[config.mk]
export PLATFORM = sky130hd
export DESIGN_NAME = alu_flags
export DESIGN_NICKNAME = d
export VERILOG_FILES = /design/src/rtl/alu_pkg.sv /design/src/rtl/alu_addsub.sv /design/src/rtl/alu_logic.sv /design/src/rtl/alu_flag_reg.sv /design/src/rtl/alu_flags.sv
export SDC_FILE = /design/constraint.sdc
export NUM_CORES = 1
export LEC_CHECK = 0
export BUFFER_PORTS_ARGS = -buffer_cell sky130_fd_sc_hd__buf_2
export CAP_MARGIN = 20
export CORE_MARGIN = 2
export CORE_UTILIZATION = 45
export CTS_CLUSTER_DIAMETER = 30
export DETAILED_ROUTE_END_ITERATION = 10
export GPL_ROUTABILITY_DRIVEN = 0
export PLACE_DENSITY_LB_ADDON = 0.12
export REMOVE_ABC_BUFFERS = 1
export SLEW_MARGIN = 30
export SYNTH_ARGS = -nofsm -noshare
export SYNTH_HDL_FRONTEND = slang
export SYNTH_SLANG_ARGS = --single-unit
export TNS_END_PERCENT = 30
[constraint.sdc]
create_clock -name clk_i -period 18.3 [get_ports clk_i]
set_input_delay 3.66 -clock clk_i [delete_from_list [all_inputs] [get_ports clk_i]]
set_output_delay 3.66 -clock clk_i [all_outputs]
set_load 0.01 [all_outputs]
[src/rtl/alu_pkg.sv]
package alu_pkg;
  typedef enum logic [1:0] {
    FN_ADD = 2'd0,
    FN_SUB = 2'd1,
    FN_AND = 2'd2,
    FN_XOR = 2'd3
  } alu_fn_e;

  typedef struct packed {
    logic zf;
    logic cf;
    logic of;
  } flags_t;
endpackage

[src/rtl/alu_addsub.sv]
module alu_addsub #(
  parameter int W = 32
) (
  input  logic [W-1:0] a_i,
  input  logic [W-1:0] b_i,
  input  logic         sub_i,
  output logic [W-1:0] sum_o,
  output logic         cf_o,
  output logic         of_o
);
  logic [W-1:0] b_eff;
  logic [W:0]   wide;

  // Subtraction is done as a + ~b + 1. The borrow is the inverted carry out.
  assign b_eff = sub_i ? ~b_i : b_i;
  assign wide  = {1'b0, a_i} + {1'b0, b_eff} + {{W{1'b0}}, sub_i};
  assign sum_o = wide[W-1:0];
  assign cf_o  = wide[W] ^ sub_i;
  assign of_o  = (a_i[W-1] == b_eff[W-1]) && (sum_o[W-1] != a_i[W-1]);

  always_comb begin
    // a borrow occurs exactly when b > a (unsigned)
    if (sub_i) p_borrow_r5: assert (cf_o == (b_i > a_i));
  end
endmodule

[src/rtl/alu_logic.sv]
module alu_logic #(
  parameter int W = 32
) (
  input  logic [W-1:0] a_i,
  input  logic [W-1:0] b_i,
  input  logic         xor_i,
  output logic [W-1:0] res_o
);
  assign res_o = xor_i ? (a_i ^ b_i) : (a_i & b_i);
endmodule

[src/rtl/alu_flag_reg.sv]
module alu_flag_reg
  import alu_pkg::*;
(
  input  logic   clk_i,
  input  logic   rst_ni,
  input  logic   en_i,
  input  flags_t d_i,
  output flags_t q_o
);
  always_ff @(posedge clk_i or negedge rst_ni) begin
    if (!rst_ni)   q_o <= '0;
    else if (en_i) q_o <= d_i;
  end

  p_hold_r8: assert property (@(posedge clk_i) disable iff (!rst_ni)
    !en_i |=> $stable(q_o));
  p_load_r8: assert property (@(posedge clk_i) disable iff (!rst_ni)
    en_i |=> (q_o == $past(d_i)));
endmodule

[src/rtl/alu_flags.sv]
module alu_flags
  import alu_pkg::*;
#(
  parameter int W = 32
) (
  input  logic         clk_i,
  input  logic         rst_ni,
  input  logic [W-1:0] a_i,
  input  logic [W-1:0] b_i,
  input  logic [1:0]   op_i,
  input  logic         set_cc_i,
  output logic [W-1:0] res_o,
  output logic         zf_o,
  output logic         cf_o,
  output logic         of_o,
  output logic         zf_q_o,
  output logic         cf_q_o,
  output logic         of_q_o
);
  localparam int MSB = W - 1;

  logic [W-1:0] arith_res, logic_res;
  logic         arith_cf, arith_of, is_arith;
  flags_t       cur_flags, reg_flags;

  assign is_arith = ~op_i[1];

  alu_addsub #(.W(W)) u_addsub (
    .a_i(a_i), .b_i(b_i), .sub_i(op_i[0]),
    .sum_o(arith_res), .cf_o(arith_cf), .of_o(arith_of)
  );

  alu_logic #(.W(W)) u_logic (
    .a_i(a_i), .b_i(b_i), .xor_i(op_i[0]), .res_o(logic_res)
  );

  assign res_o = is_arith ? arith_res : logic_res;
  assign zf_o  = (res_o == '0);
  assign cf_o  = is_arith & arith_cf;
  assign of_o  = is_arith & arith_of;

  assign cur_flags = '{zf: zf_o, cf: cf_o, of: of_o};

  alu_flag_reg u_flag_reg (
    .clk_i(clk_i), .rst_ni(rst_ni), .en_i(set_cc_i),
    .d_i(cur_flags), .q_o(reg_flags)
  );

  assign zf_q_o = reg_flags.zf;
  assign cf_q_o = reg_flags.cf;
  assign of_q_o = reg_flags.of;

  p_no_logic_flags_r7: assert property (@(posedge clk_i) disable iff (!rst_ni)
    op_i[1] |-> (!cf_o && !of_o));
  p_add_of_r6: assert property (@(posedge clk_i) disable iff (!rst_ni)
    (op_i == FN_ADD && a_i[MSB] == b_i[MSB]) |-> (of_o == (res_o[MSB] != a_i[MSB])));
  p_sub_of_r6: assert property (@(posedge clk_i) disable iff (!rst_ni)
    (op_i == FN_SUB && a_i[MSB] == b_i[MSB]) |-> !of_o);
  p_sub_res_r2: assert property (@(posedge clk_i) disable iff (!rst_ni)
    (op_i == FN_SUB) |-> (res_o + b_i == a_i));
  p_zero_r4: assert property (@(posedge clk_i) disable iff (!rst_ni)
    zf_o |-> ($countones(res_o) == 0));
endmodule

==> impl_metrics.yaml, run 1 <==
power:
  pwr-share-comb: 0.867
  vdd_ir_drop_max_v: 0.00003976
  pwr-share-clk: 0.095
  power_report.internal_total_uw: 95.02
  p_seq_frac: 0.038
  power_switching_uw: 108.5
  power-per-cell-area_nw_per_um2: 47.97
  power_switching_share: 0.5331
  total_power_uw: 203.5
  cellLeakagePower_uw: 0.002034
routing:
  drt-vias-per-instance: 6.082
  drt-pass1-iter-count: 4
  detail_route.drc_violations: 0
  wl_per_cell_um: 15.26
  dr.max_layer_used: "met4"
  first_iter_violations: 165
  count_of_antenna_violating_nets_left_after_detailed_routing: 0
  dr_total_vias: 4087
  drt_wl_total_um: 10260
  met2_length_um: 4638
  detail_route.wirelength.met1_um: 4872
  dr_wl_met3_um: 591
status:
  outcome: "finished, final reports clean"
global_route:
  first_pass_grt_wire_length_um: 17060
  maximum_number_of_pins_on_one_net_before_global_route_repair: 77
  gr-usage-all-layers: 0.2281
  grt_antenna_before_repair: 0
  first_global_vias: 3740
  grt_overflow_total: 0
run:
  timing.max_cap.violations: 0
finish:
  reg_top3: "u_flag_reg.q_o x3"
  largest_reg_flops: 3
  finalNetCount: 707
  regMostFlops: "u_flag_reg.q_o"
  area_grow_syn2layout_pct: 16.73
  final_cells: 672
  final_cell_area_um2: 4243
  fraction_of_layout_instances_using_a_drive_strength_above_1: 0.2228
  num_antenna_cells: 0
setup_path:
  critical_path.endpoint_type: "output port"
  startpoint_type: "primary input"
  crit_arrival_ns: 8.15
  critical_path_peak_fanout: 76
  timing.critical_path.required_ns: 14.64
  worstSetupPathType: "primary input to output port"
timing:
  rsz_0062_raised_after_global_routing: "false"
  fin_skew_ns: 0
  timing_max_transition_violations_final: 0
  whs_ns: 0.4857
  report.final.hold_viol_count: 0
  finalSetupViolations: 0
  period_share: 0.6452
  fin_setup_tns_ns: 0
  maxClockFrequency_mhz: 84.70
  tightest_slew_ns: 0.7306
  timing.final.crit_period_ns: 11.81
  timing.slew.headroom: 0.5129
logic_synthesis:
  postSynth.topFlopCell: "sky130_fd_sc_hd__dfrtp_1"
  post_synth_mux_area_share: 0.08330
  mapped_area_um2: 3635
  synth_compound_area_frac: 0.2950
  synth_xor_area_frac: 0.1060
  synth-warning-count: 0
  synthesis.area_per_instance_um2: 7.464
  synth_cells: 487
  most_used_standard_cell_by_instance_count_after_synthesis: "sky130_fd_sc_hd__ha_1"
  most_area_consuming_cells_after_synthesis: "sky130_fd_sc_hd__ha_1, sky130_fd_sc_hd__xor2_1, sky130_fd_sc_hd__a21oi_1, sky130_fd_sc_hd__mux2i_1, sky130_fd_sc_hd__o21ai_0"
  fraction_of_registers_with_async_set_reset: 1.000
  yosys.area_share.simple: 0.2272
  yosys.area.top_type: "sky130_fd_sc_hd__ha_1"
  synth_top_cells_by_count: "sky130_fd_sc_hd__ha_1, sky130_fd_sc_hd__xor2_1, sky130_fd_sc_hd__a21oi_1"
  synth.yosys.seq_area_share: 0.02065
  post_synth_num_cell_types: 67
  synth_seq_cells: 3
  synth_top_area_frac: 0.2272
  largest_family_of_logic_cells_by_synthesized_area: "compound AO/OA/AOI/OAI gates"
  synth_edf_count: 0
  synth_fa_ha_area_frac: 0.2327
floorplanning:
  dieWidth_um: 93.88
  design.die.area_um2: 8813
  initial_util: 0.4679
  num_io_pins: 107
  floorplan.rows: 32
  die_height_um: 93.88
  core_area_um2: 7767
clock_tree:
  total_clock_buffers_created_by_cts: 3
  tritoncts_clock_tree: "yes"
  cts_hold_buffers: 0
  post_cts.repair.setup_buffers: 0
  clock_sink_count: 3
  clock_latency_ns: 0.21
  clkTransAtPathRegs_ns: 0.03
  clock_tree.htree_level_count: 1
  ctsLongestPathBuffers: 2
  postCtsResizedCells: 0
  cts-root-buf: "sky130_fd_sc_hd__clkbuf_8"
placed_design:
  port_buffers: 106
  placedCellCount: 668
  place_hpwl_um: 8277
  placedInstanceArea_um2: 4194
min_path:
  worst_hold_path_type: "flip-flop to flip-flop"
## layout by cell type, fill, tap and decap left out, drive strengths merged, types with 3 or more instances in the layout
cell    Yosys  final
o31ai       6      6
and3        6      6
a21oi      39     39
o21ai      29     29
a221oi      4      4
nand2      36     36
a31o        3      3
o41ai       3      3
mux2i      19     19
a31oi       7      7
nor4        6      6
a211oi      8      8
o211ai     14     14
nand4      10     10
a21o       14     14
and2        4      4
xnor2       3      3
nor3        9      9
xor2       41     41
clkbuf     20      4
nor3b       3      3
and4        3      3
inv         5      5
o21bai      4      4
nor2       28     28
o21a        6      6
ha         66     66
buf         8    107
nand2b     11     11
or3         5      5
nand3      10     10
mux2       10     10
or4         7      7
nor2b       7      7
dfrtp       3      3
## cells by family after synthesis
| logic type | after synthesis |
|---|---|
| AO/OA/AOI/OAI | 159 |
| XOR/XNOR | 44 |
| adder cells (fa/ha/maj) | 67 |
| buffers and inverters | 33 |
| flip-flops | 3 |
| multiplexers | 29 |
| AND/OR/NAND/NOR | 152 |
## stage by stage
stage,utilization,setup slack [ns]
finish,0.5462,6.494
global route,0.5462,6.202
CTS,0.5457,6.294
detailed placement,0.5399,6.325
global placement,0.5399,6.384
floorplan,-,7.438
## final cells by class
| cell class | count | area (um^2) |
|---|---|---|
| tap | 102 | 127.6 |
| multi-input combinational | 451 | 3432 |
| fill | 831 | 3525 |
| clock buffer | 4 | 45.04 |
| inverter | 5 | 18.77 |
| timing repair buffer | 107 | 544.3 |
| sequential | 3 | 75.07 |
## worst paths after layout
kind                                                from                            end  slack (ns)  cells after the start
hold reg to reg            u_flag_reg.q_o[2]$_DFFE_PN0P_  u_flag_reg.q_o[2]$_DFFE_PN0P_        0.49                      2
max in group asynchronous                         rst_ni  u_flag_reg.q_o[0]$_DFFE_PN0P_       14.96                      1
min in group asynchronous                         rst_ni  u_flag_reg.q_o[2]$_DFFE_PN0P_        3.23                      1
hold / removal             u_flag_reg.q_o[2]$_DFFE_PN0P_  u_flag_reg.q_o[2]$_DFFE_PN0P_        0.49                      2
setup / recovery                                 op_i[0]                           zf_o        6.49                     15
setup reg to reg           u_flag_reg.q_o[0]$_DFFE_PN0P_  u_flag_reg.q_o[0]$_DFFE_PN0P_       17.54                      1
## metal layers
metal | vias up | global-route usage
met3 | 14 | 0.02488
met4 | 0 | 0.04348
li1 | 2054 | -
met1 | 1900 | 0.3188
met2 | 119 | 0.3792
met5 | - | 0
## worst max-delay path: stages
cell and delay, ns:
sky130_fd_sc_hd__buf_6 0.53, sky130_fd_sc_hd__xor2_1 0.26, sky130_fd_sc_hd__inv_1 0.08, sky130_fd_sc_hd__fa_1 0.47, sky130_fd_sc_hd__nor2b_4 0.15, sky130_fd_sc_hd__or4_1 0.13, sky130_fd_sc_hd__nand4_2 0.10, sky130_fd_sc_hd__or4_1 0.53
sky130_fd_sc_hd__or4_1 0.42, sky130_fd_sc_hd__or4_1 0.49, sky130_fd_sc_hd__nor4b_2 0.28, sky130_fd_sc_hd__nand4b_1 0.16, sky130_fd_sc_hd__or4_4 0.53, sky130_fd_sc_hd__nor3_1 0.13, sky130_fd_sc_hd__buf_2 0.15
## power by group through the flow
stage          registers [uW]  clock network [uW]  logic (uW)
6_report                 7.69                19.3         176
5_1_grt                  7.84                20.6         198
4_1_cts                  7.72                19.9         176
3_5_place_dp             7.73                   0         175
3_3_place_gp             7.73                   0         173
2_1_floorplan            8.10                   0         117
Power figures use the tool's default switching activity.
==> run 2: changes to the inputs <==
==> constraint.sdc (replaced) <==
create_clock -name clk_i -period 11.7 [get_ports clk_i]
set_input_delay 2.34 -clock clk_i [delete_from_list [all_inputs] [get_ports clk_i]]
set_output_delay 2.34 -clock clk_i [all_outputs]
set_load 0.01 [all_outputs]
==> impl_metrics.yaml, run 2 (synthesis gave the netlist of run 1 again) <==
routing:
  drt-vias-per-instance: 6.076
  drt-pass1-iter-count: 5
  wl_per_cell_um: 15.35
  first_iter_violations: 190
  detail_route.drc_violations: 0
  dr_total_vias: 4083
  drt_wl_total_um: 10310
  count_of_antenna_violating_nets_left_after_detailed_routing: 0
global_route:
  first_global_vias: 3676
  first_pass_grt_wire_length_um: 16930
  grt_overflow_total: 0
  grt_antenna_before_repair: 0
  maximum_number_of_pins_on_one_net_before_global_route_repair: 77
  gr-usage-all-layers: 0.2261
setup_path:
  top_family_by_delay_on_critical_path: "simple AND/OR/NAND/NOR gates"
  critical_path.cell_chain: "buf_6 -> xor2_1 -> inv_1 -> fa_1 -> nor2b_4 -> or4_1 -> nand4_2 -> or4_1 -> or4_1 -> or4_1 -> nor4b_2 -> nand4b_1 -> or4_4 -> nor3_1 -> buf_2"
  timing.critical_path.required_ns: 9.36
  worstSetupPathType: "primary input to output port"
  startpoint_type: "primary input"
  max_stage_delay_ns: 0.53
  critical_path_peak_fanout: 76
  crit_arrival_ns: 6.79
  critPathSlowestCell: "sky130_fd_sc_hd__buf_6"
  worstPathBufferInverterCount: 3
  critical_path.endpoint_type: "output port"
  cpMostUsedCell: "sky130_fd_sc_hd__or4_1"
timing:
  tightest_slew_ns: 0.7372
  timing.final.crit_period_ns: 9.128
  worst_slack_ns: 2.572
  rsz_0062_raised_after_global_routing: "false"
  whs_ns: 0.4890
  maxClockFrequency_mhz: 109.6
  timing_max_transition_violations_final: 0
  timing.slew.headroom: 0.5086
  fin_skew_ns: 0
  period_share: 0.7801
  finalSetupViolations: 0
  fin_setup_tns_ns: 0
  report.final.hold_viol_count: 0
clock_tree:
  clock_latency_ns: 0.21
  clkTransAtPathRegs_ns: 0.04
  ctsLongestPathBuffers: 2
  post_cts.repair.setup_buffers: 0
  clock_sink_count: 3
  total_clock_buffers_created_by_cts: 3
  cts-root-buf: "sky130_fd_sc_hd__clkbuf_8"
  tritoncts_clock_tree: "yes"
  postCtsResizedCells: 0
  cts_hold_buffers: 0
  clock_tree.htree_level_count: 1
finish:
  largest_reg_flops: 3
  fraction_of_layout_instances_using_a_drive_strength_above_1: 0.2228
  reg_top3: "u_flag_reg.q_o x3"
  final_common_cell: "sky130_fd_sc_hd__buf_2"
  final_cell_area_um2: 4243
  finish.utilization: 0.5462
  fill_cells: 811
  finalNetCount: 707
  regMostFlops: "u_flag_reg.q_o"
  layout_common_cells: "sky130_fd_sc_hd__buf_2, sky130_fd_sc_hd__ha_1, sky130_fd_sc_hd__xor2_1"
  area_grow_syn2layout_pct: 16.73
  num_antenna_cells: 0
floorplanning:
  num_io_pins: 107
  initial_util: 0.4679
  core_area_um2: 7767
  dieWidth_um: 93.88
  die_height_um: 93.88
  design.die.area_um2: 8813
  floorplan.rows: 32
power:
  power-per-cell-area_nw_per_um2: 75.22
  cellLeakagePower_uw: 0.002034
  vdd_ir_drop_max_v: 0.00006641
status:
  outcome: "finished, final reports clean"
run:
  timing.max_cap.violations: 0
min_path:
  worst_hold_path_type: "flip-flop to flip-flop"
placed_design:
  placedInstanceArea_um2: 4194
  place_hpwl_um: 8255
  preCtsSetupSlack_ns: 2.356
  port_buffers: 106
==> run 2: cell counts in the layout (fill, tap and decap cells not counted) <==
No cell type changed its count.
==> run 2: worst paths after layout <==
kind | endpoint | slack (ns) | start | cells after the start
hold reg to reg | u_flag_reg.q_o[2]$_DFFE_PN0P_ | 0.49 | u_flag_reg.q_o[2]$_DFFE_PN0P_ | 2
setup / recovery | zf_o | 2.57 | op_i[0] | 15
max in group asynchronous | u_flag_reg.q_o[0]$_DFFE_PN0P_ | 9.68 | rst_ni | 1
hold / removal | u_flag_reg.q_o[2]$_DFFE_PN0P_ | 0.49 | u_flag_reg.q_o[2]$_DFFE_PN0P_ | 2
setup reg to reg | u_flag_reg.q_o[1]$_DFFE_PN0P_ | 10.95 | u_flag_reg.q_o[1]$_DFFE_PN0P_ | 1
min in group asynchronous | u_flag_reg.q_o[2]$_DFFE_PN0P_ | 1.91 | rst_ni | 1
==> run 2: metal layers <==
| layer | part of all wire | vias to the layer above | GRT usage |
|---|---|---|---|
| met5 | 0 | - | 0 |
| li1 | - | 2047 | - |
| met1 | 0.48 | 1900 | 0.3232 |
| met3 | 0.057 | 14 | 0.02247 |
| met4 | 0.011 | 0 | 0.02778 |
| met2 | 0.45 | 122 | 0.3762 |
==> run 2: cell type report <==
cell class                 instances  area [um^2]  area share
clock buffer                       4        45.04     0.01062
inverter                           5        18.77    0.004423
multi-input combinational        451         3432      0.8089
sequential                         3        75.07     0.01769
tap                              102        127.6     0.03008
timing repair buffer             107        544.3      0.1283
==> run 2: through the flow <==
stage                     cells  power (uW)
after global routing        672       352.7
after detailed placement    668       284.8
final                       672       319.1
after global placement      668       282.2
after floorplan             459       195.9
after CTS                   672       317.8
==> run 2: worst min-delay path, cell delays in order (launching register included) <==
cell                       delay [ns]
sky130_fd_sc_hd__dfrtp_1         0.34
sky130_fd_sc_hd__nand2b_1        0.07
sky130_fd_sc_hd__o41ai_2         0.05
==> run 2: power breakdown <==
| group | leakage (uW) | internal (uW) | switching [uW] |
|---|---|---|---|
| Clock | 0.0000228 | 23.3 | 6.97 |
| Sequential | 0.0000403 | 11.5 | 0.595 |
| Combinational | 0.00197 | 114 | 163 |
| Total | 0.00203 | 149 | 170 |
